<file path="src/rtl/sdram_wap_seq.sv">
module sdram_wap_seq #(
  parameter int ROW_W  = 12,
  parameter int COL_W  = 8,
  parameter int BANK_W = 2,
  parameter int DQ_W   = 16,
  parameter int T_RCD  = 3,
  parameter int T_WR   = 2,
  parameter int T_RP   = 3,
  parameter int T_RAS  = 7,
  parameter int T_RC   = 10
) (
  input  logic                      clk,
  input  logic                      rst_n,
  input  logic                      req_valid,
  output logic                      req_ready,
  input  logic [BANK_W-1:0]         req_bank,
  input  logic [ROW_W-1:0]          req_row,
  input  logic [COL_W-1:0]          req_col,
  input  logic [4*DQ_W-1:0]         req_data,
  input  logic [4*(DQ_W/8)-1:0]     req_mask,
  output logic                      cs_n,
  output logic                      ras_n,
  output logic                      cas_n,
  output logic                      we_n,
  output logic [ROW_W-1:0]          addr,
  output logic [BANK_W-1:0]         ba,
  output logic [DQ_W-1:0]           dq_out,
  output logic                      dq_oe,
  output logic [DQ_W/8-1:0]         dqm
);
  localparam int BURST  = 4;
  localparam int NB     = DQ_W / 8;
  localparam int AP_BIT = 10;
  localparam int L_OFF  = T_RCD + BURST - 1;
  localparam int P_OFF  = (L_OFF + T_WR > T_RAS) ? L_OFF + T_WR : T_RAS;
  localparam int N_A    = P_OFF + T_RP;
  localparam int N_GAP  = (N_A > T_RC) ? N_A : T_RC;
  localparam int CW     = $clog2(N_GAP + 1);

  logic                  busy;
  logic [CW-1:0]         age;
  logic [BANK_W-1:0]     bank_q;
  logic [COL_W-1:0]      col_q;
  logic [4*DQ_W-1:0]     data_q;
  logic [4*NB-1:0]       mask_q;

  wire [CW-1:0]    age_n    = age + 1'b1;
  wire             accept   = req_valid && req_ready;
  wire             in_burst = busy && int'(age_n) >= T_RCD && int'(age_n) < T_RCD + BURST;
  wire [1:0]       beat     = 2'(int'(age_n) - T_RCD);
  wire [ROW_W-1:0] wr_addr  = ROW_W'(col_q) | (ROW_W'(1) << AP_BIT);

  assign req_ready = !busy || age == CW'(N_GAP - 1);

  always_ff @(posedge clk) begin
    if (!rst_n) begin
      busy   <= 1'b0;
      age    <= '0;
      bank_q <= '0;
      col_q  <= '0;
      data_q <= '0;
      mask_q <= '0;
      cs_n   <= 1'b0;
      ras_n  <= 1'b1;
      cas_n  <= 1'b1;
      we_n   <= 1'b1;
      addr   <= '0;
      ba     <= '0;
      dq_out <= '0;
      dq_oe  <= 1'b0;
      dqm    <= '1;
    end else begin
      cs_n   <= 1'b0;
      ras_n  <= 1'b1;
      cas_n  <= 1'b1;
      we_n   <= 1'b1;
      addr   <= '0;
      ba     <= '0;
      dq_out <= '0;
      dq_oe  <= 1'b0;
      dqm    <= '1;
      if (accept) begin
        busy   <= 1'b1;
        age    <= '0;
        bank_q <= req_bank;
        col_q  <= req_col;
        data_q <= req_data;
        mask_q <= req_mask;
        ras_n  <= 1'b0;
        addr   <= req_row;
        ba     <= req_bank;
      end else if (busy) begin
        age <= age_n;
        if (age == CW'(N_GAP - 1))
          busy <= 1'b0;
        if (int'(age_n) == T_RCD) begin
          cas_n <= 1'b0;
          we_n  <= 1'b0;
          addr  <= wr_addr;
          ba    <= bank_q;
        end
        if (in_burst) begin
          dq_oe  <= 1'b1;
          dq_out <= data_q[int'(beat)*DQ_W +: DQ_W];
          dqm    <= mask_q[int'(beat)*NB +: NB];
        end
      end
    end
  end
endmodule

</file>
<file path="config.mk">
export PLATFORM = sky130hd
export DESIGN_NAME = sdram_wap_seq
export DESIGN_NICKNAME = d
export VERILOG_FILES = /design/src/rtl/sdram_wap_seq.sv
export SDC_FILE = /design/constraint.sdc
export NUM_CORES = 1
export LEC_CHECK = 0
export ABC_CLOCK_PERIOD_IN_PS = 2000
export BUFFER_PORTS_ARGS = -buffer_cell sky130_fd_sc_hd__buf_2
export CAP_MARGIN = 5
export CORE_MARGIN = 2
export CORE_UTILIZATION = 46
export CTS_BUF_LIST = sky130_fd_sc_hd__clkbuf_4 sky130_fd_sc_hd__clkbuf_8 sky130_fd_sc_hd__clkbuf_16
export DETAILED_ROUTE_END_ITERATION = 7
export GPL_TIMING_DRIVEN = 0
export PLACE_DENSITY_LB_ADDON = 0.12
export SYNTH_ARGS = -nofsm -noshare
export SYNTH_HDL_FRONTEND = slang
export SYNTH_SLANG_ARGS = --single-unit
</file>
<file path="constraint.sdc">
create_clock -name clk -period 2 [get_ports clk]
set_input_delay 0.4 -clock clk [delete_from_list [all_inputs] [get_ports clk]]
set_output_delay 0.4 -clock clk [all_outputs]
set_load 0.005 [all_outputs]
</file>
# Word-level counts from Yosys, hierarchy flattened
# Cells that the tools add are included.
# totals
ff_bits	122
out_inout_bits	38
# op_classes
n_addsub	2
magnitude_cmp	2
n_eq_ne	2
shifts	2
muxes	12
bitwise	3
n_reduce_logical	8
# ops
operator	count
64-bit by 7-bit indexed part select with 16-bit output	1
11-bit two-way mux	2
12-bit two-way mux	1
8-bit by 4-bit indexed part select with 2-bit output	1
1-bit two-way mux	6
2-bit two-way mux	3
4-bit by 1-bit adder with 4-bit output, second input constant	1
4-bit by 3-bit == test with 1-bit output, second input constant	1
4-bit == test, second input constant	1
4-bit by 2-bit >= comparator with 1-bit output, second input constant	1
4-bit by 3-bit < comparator with 1-bit output, second input constant	1
4-bit OR reduction	1
1-bit logical AND	3
1-bit inverter	3
3-bit OR reduction	1
2-bit OR reduction	1
2-bit subtractor, second input constant	1
1-bit zero test	1
1-bit logical OR	1

# Depth between registers and ports, before layout
# logic_depth
depth_word	6
mapped_depth	8
depth_no_buf	5

# Worst setup path before layout
# Ideal clock, no wire load.
# synth_path
kind	register -> register
start	register age[0]
end	register dqm[0]
arrival_ps	1890
required_time_ps	1880
setup_slack_ps	-10
path_stages_with_launch	7
n_path_buf	2
period_less_slack_ps	2010
path_cell_list	dfxtp_1 buf_2 inv_1 ha_1 buf_2 mux4_2 or2_1
# synth_via
elab_chain_cells	6
word_cells_on_any_way	12
cone_classes	2 x add/sub; 2 x order compare; 1 x eq/ne; 1 x shift; 1 x bitwise; 5 x reduce/logical
# synth_lines
item	line	text
start, declared	41	logic [CW-1:0] age;
start signal, assigned	93	age <= age_n;
4-bit by 1-bit adder with 4-bit output (*)	47	wire [CW-1:0] age_n = age + 1'b1;
via age_n[0]	47	
4-bit by 2-bit >= comparator with 1-bit output	49	wire in_burst = busy && int'(age_n) >= T_RCD && int'(age_n) < T_RCD + BURST;
1-bit logical AND (2 in series)	49	
1-bit inverter (no line)	n/a	
4-bit OR reduction (no line)	n/a	
end signal, assigned	105	dqm <= mask_q[int'(beat)*NB +: NB];
end, declared	29	output logic [DQ_W/8-1:0] dqm
# Mark *: on every way through the listed nets, which the timed path passes. The rest lies on a longest branch.
# A chain may end at the register's enable or synchronous reset.

# Worst setup path after layout
# layout_path
start	register age[0]
end	output port req_ready
# layout_via
elab_chain_cells	2
# layout_lines
item	line	text
4-bit == test	53	assign req_ready = !busy || age == CW'(N_GAP - 1);
1-bit logical OR	53	
end, declared	15	output logic req_ready,
# Every way passes these cells.

==> metrics.md <==
| Metric | Value |
|---|---|
| Core area | between 9000 and 10000 µm² |
| CP Launch Point | age[0] |
| Iter 0 DRT Violations | ~100 |
| Fmax | approximately 530 MHz |
| Clk Tree Root Cell | clkbuf_8 |
| TritonCTS clock tree | yes |
| Starting Density | 0.467 |
| CTS clk-pin slew, worst paths | ~0.060 ns |
| DR DRC count | 0 |
| Sequential share of the synthesized area | 0.545 |
| Post-Syn Instances | about 330 |
| Final hold vios | 0 |
| Crit-path leading delay family | flip-flops |
| Vias per inst | a little over 5 |
| Total GRT Usage | 0.220 |
| Power Density | approximately 1100 nW/µm² |
| Clock sink count | 122 |
| Fin util | 0.630 |
| Status | completed |
| CTS Hold Bufs | 0 |
| Die H | roughly 100 µm |
| Slowest-stage cell, CP | dfxtp_4 |
| R2R cell count | 6 |
| CTS Buffer Depth | 2 |
| P_leak | 2.70 nW |
| Vias in the first global route | approximately 3200 |
| Layout area overhead | 34.9% |
| Number of port buffers | ~130 |
| Critical Path End | req_ready |
| Ports | between 100 and 150 |
| Dpl hpwl | 7560 µm |
| Syn nets | roughly 430 |
| Worst Path Required | about 1.6 ns |
| Placed insts | about 590 |
| Int Pwr | 5.10 mW |
| Die area | 10500 µm² |
| Crit Path Max Fanout | 4 |
| Crit. End Element | output port |
| Initial DRT Pass Iterations | 4 |
| Share of layout cells above drive strength 1 | 0.585 |
| Die Width | 103 µm |
| GPL Wtd Cong | around 0.74 |
| TritonCTS Buffers | 17 |
| Clock power share | 0.512 |
| Fin cells | 629 |
| N_diodes | 0 |
| Tcrit/Tclk final | 0.938 |
| Total power | 6.54 mW |
| H-tree Lvls | 4 |
| ANT nets after route | 0 |
| Hold_ws | roughly 0.082 ns |
| R2R Path End | dqm[1] |
| WP data arrival | 1.48 ns |
| Ys Warns | 0 |
| Placement Setup Slack | -0.366 ns |
| Reg power frac | 0.400 |
| DR vias | 3171 |
| Antenna violations before repair | 0 |
| Pin count of the biggest net entering global routing | 17 |
| Peak supply drop | 0.000536 V |
| Final Slew Violations | 0 |
| Kind of start point of the critical path | flip-flop |
| Setup ws final | ~0.12 ns |
| Final setup vio count | 0 |
| Mapped Area | about 4500 µm² |
| Critical path depth in cells | 6 |
| Worst-Skew Late Latency | between 0.5 and 0.6 ns |
| Final Cell Area | 6040 µm² |
| Mapped Avg Cell Area | ~14 µm² |
| Sw power | between 1 and 1.5 mW |
| Skew final | between 0.006 and 0.007 ns |
| Worst reg2reg path startpoint | age[0] |
| Hold Crit Class | in -> reg |
| Worst stage delay on the critical path | between 0.3 and 0.4 ns |
| Logic pwr share | 0.088 |
| Reg2Reg Setup Slack | 0.15 ns |
| Critical path class | reg -> out |
| RSZ-0062 raised after global routing | no |
| First-pass GRT wire length | 16900 µm |
| Max Cap Viol | 0 |
| Critical path buffers and inverters | 3 |
| Wire per inst | approximately 18 µm |
| Synthesis-stage register bit count | between 100 and 150 |
| Placement row count | 36 |
| Clock period minus worst slack | between 1.5 and 2 ns |
| CP Cell Sequence | buf_12, inv_2, ha_4, nand3b_1, nand2_1, buf_2 |
| Nets | slightly below 600 |
| Yosys cell types | 38 |
| TNS Setup | 0 ns |
| Final WL | 11000 µm |
| Sw Share | 0.220 |
| GRT overflow | 0 |
| Dpl cell area | around 5300 µm² |
| Filler cells | ~810 |
## metal layers
layer,share of wire,global-route usage,wire length (µm),vias up
met3,0.063,0.0671,696,10
li1,-,-,-,1556
met4,0.0081,0.0728,89,0
met2,0.49,0.360,5410,97
met1,0.44,0.279,4830,1508
met5,0,0,0,-
## how the worst min path moves through the flow
stage                startpoint         end  slack [ns]  depth (start not counted)
CTS                 req_row[11]    addr[11]        0.07                          2
floorplan            data_q[34]  data_q[34]        0.44                          1
global route        req_row[11]    addr[11]        0.07                          2
global placement      bank_q[0]   bank_q[0]        0.46                          2
finish              req_row[11]    addr[11]        0.08                          2
detailed placement    bank_q[1]   bank_q[1]        0.46                          2
## synthesized netlist by cell type
cell / n / area (µm²)
and4_2: 1 / 10.0
a22o_2: 62 / 621
o32ai_1: 2 / 17.5
buf_1: 1 / 3.75
and3_4: 1 / 11.3
a22o_1: 19 / 166
nor2_1: 5 / 18.8
buf_6: 4 / 45.0
nand3b_1: 1 / 7.51
a21oi_2: 1 / 8.76
xnor2_1: 2 / 17.5
a31oi_1: 1 / 6.26
nor2b_1: 15 / 93.8
nand4_1: 1 / 6.26
or2_1: 2 / 12.5
buf_8: 8 / 120
nand4b_4: 1 / 23.8
o21ai_0: 1 / 5.00
buf_4: 10 / 75.1
and2_1: 5 / 31.3
nand2b_4: 1 / 13.8
o21a_1: 1 / 7.51
ha_1: 2 / 25.0
nand2_1: 6 / 22.5
and2b_1: 1 / 7.51
a32o_1: 8 / 80.1
a21oi_1: 3 / 15.0
buf_2: 7 / 35.0
dfxtp_1: 122 / 2440
inv_1: 4 / 15.0
xor2_1: 2 / 17.5
a21bo_2: 2 / 20.0
o211ai_4: 1 / 21.3
xor3_2: 1 / 25.0
mux4_2: 18 / 405
nand3_1: 3 / 15.0
a211oi_1: 1 / 7.51
conb_1: 1 / 3.75
## final cells by class
| class | count | area (µm²) | area share |
|---|---|---|---|
| plain buffers | 29 | 292 | 0.0482 |
| well taps | 133 | 166 | 0.0275 |
| flip-flops and latches | 122 | 2450 | 0.405 |
| clock buffers | 19 | 435 | 0.0720 |
| multi-input cells | 171 | 1760 | 0.291 |
| inverters | 4 | 15.0 | 0.00248 |
| clock inverters | 13 | 216 | 0.0358 |
| repair buffers | 138 | 716 | 0.118 |
## worst register-to-register path, cell delays in order, from the launching register on
cell and delay (ns):
dfxtp_4 0.36, buf_4 0.16, ha_1 0.26, xor3_2 0.35, o211ai_4 0.16, buf_6 0.21
or2_1 0.24
## kinds of logic (layout without fill, tap and decap cells)
kind of cell | Yosys count | count (layout) | share of synthesized area
compound gates | 102 | 102 | 0.218
mux | 18 | 18 | 0.0905
flops | 122 | 122 | 0.545
other cells | 1 | 1 | 0.000837
fa+ha+maj | 2 | 2 | 0.00558
xor+xnor | 5 | 5 | 0.0134
simple gates | 43 | 43 | 0.0612
buf+inv | 34 | 203 | 0.0656
## sequential cells by signal, indices dropped and copies added (netlist names)
register	flops
age	4
data_q	64
dqm	2
dq_oe	1
bank_q	2
mask_q	8
ba	2
busy	1
addr	12
we_n	1
dq_out	16
ras_n	1
col_q	8
## cells in the final DEF (no fill, tap or decap), drive strengths merged, types with 2 or more instances in the layout
master,synthesis,final
and2,5,5
clkinvlp,0,3
mux4,18,18
xnor2,2,2
inv,4,6
dfxtp,122,122
bufinv,0,5
nand2,6,6
a22o,81,81
a32o,8,8
a21oi,4,4
clkbuf,0,19
clkinv,0,3
ha,2,2
or2,2,2
nor2,5,5
nand3,3,3
o32ai,2,2
xor2,2,2
a21bo,2,2
buf,30,167
nor2b,15,15
## power groups by stage
stage / sequential (mW) / clock (mW) / combinational, mW
after floorplan: 2.65 / 0 / 0.353
after global placement: 2.66 / 0 / 0.545
after detailed placement: 2.66 / 0 / 0.556
after CTS: 2.61 / 3.41 / 0.578
after global routing: 2.63 / 3.53 / 0.624
final: 2.61 / 3.35 / 0.576
## what timing repair did
action,CTS,global route
buffers inserted,2,3
endpoints found under the setup margin,104,10
resized for setup,8,1
Power figures use the tool's default switching activity.
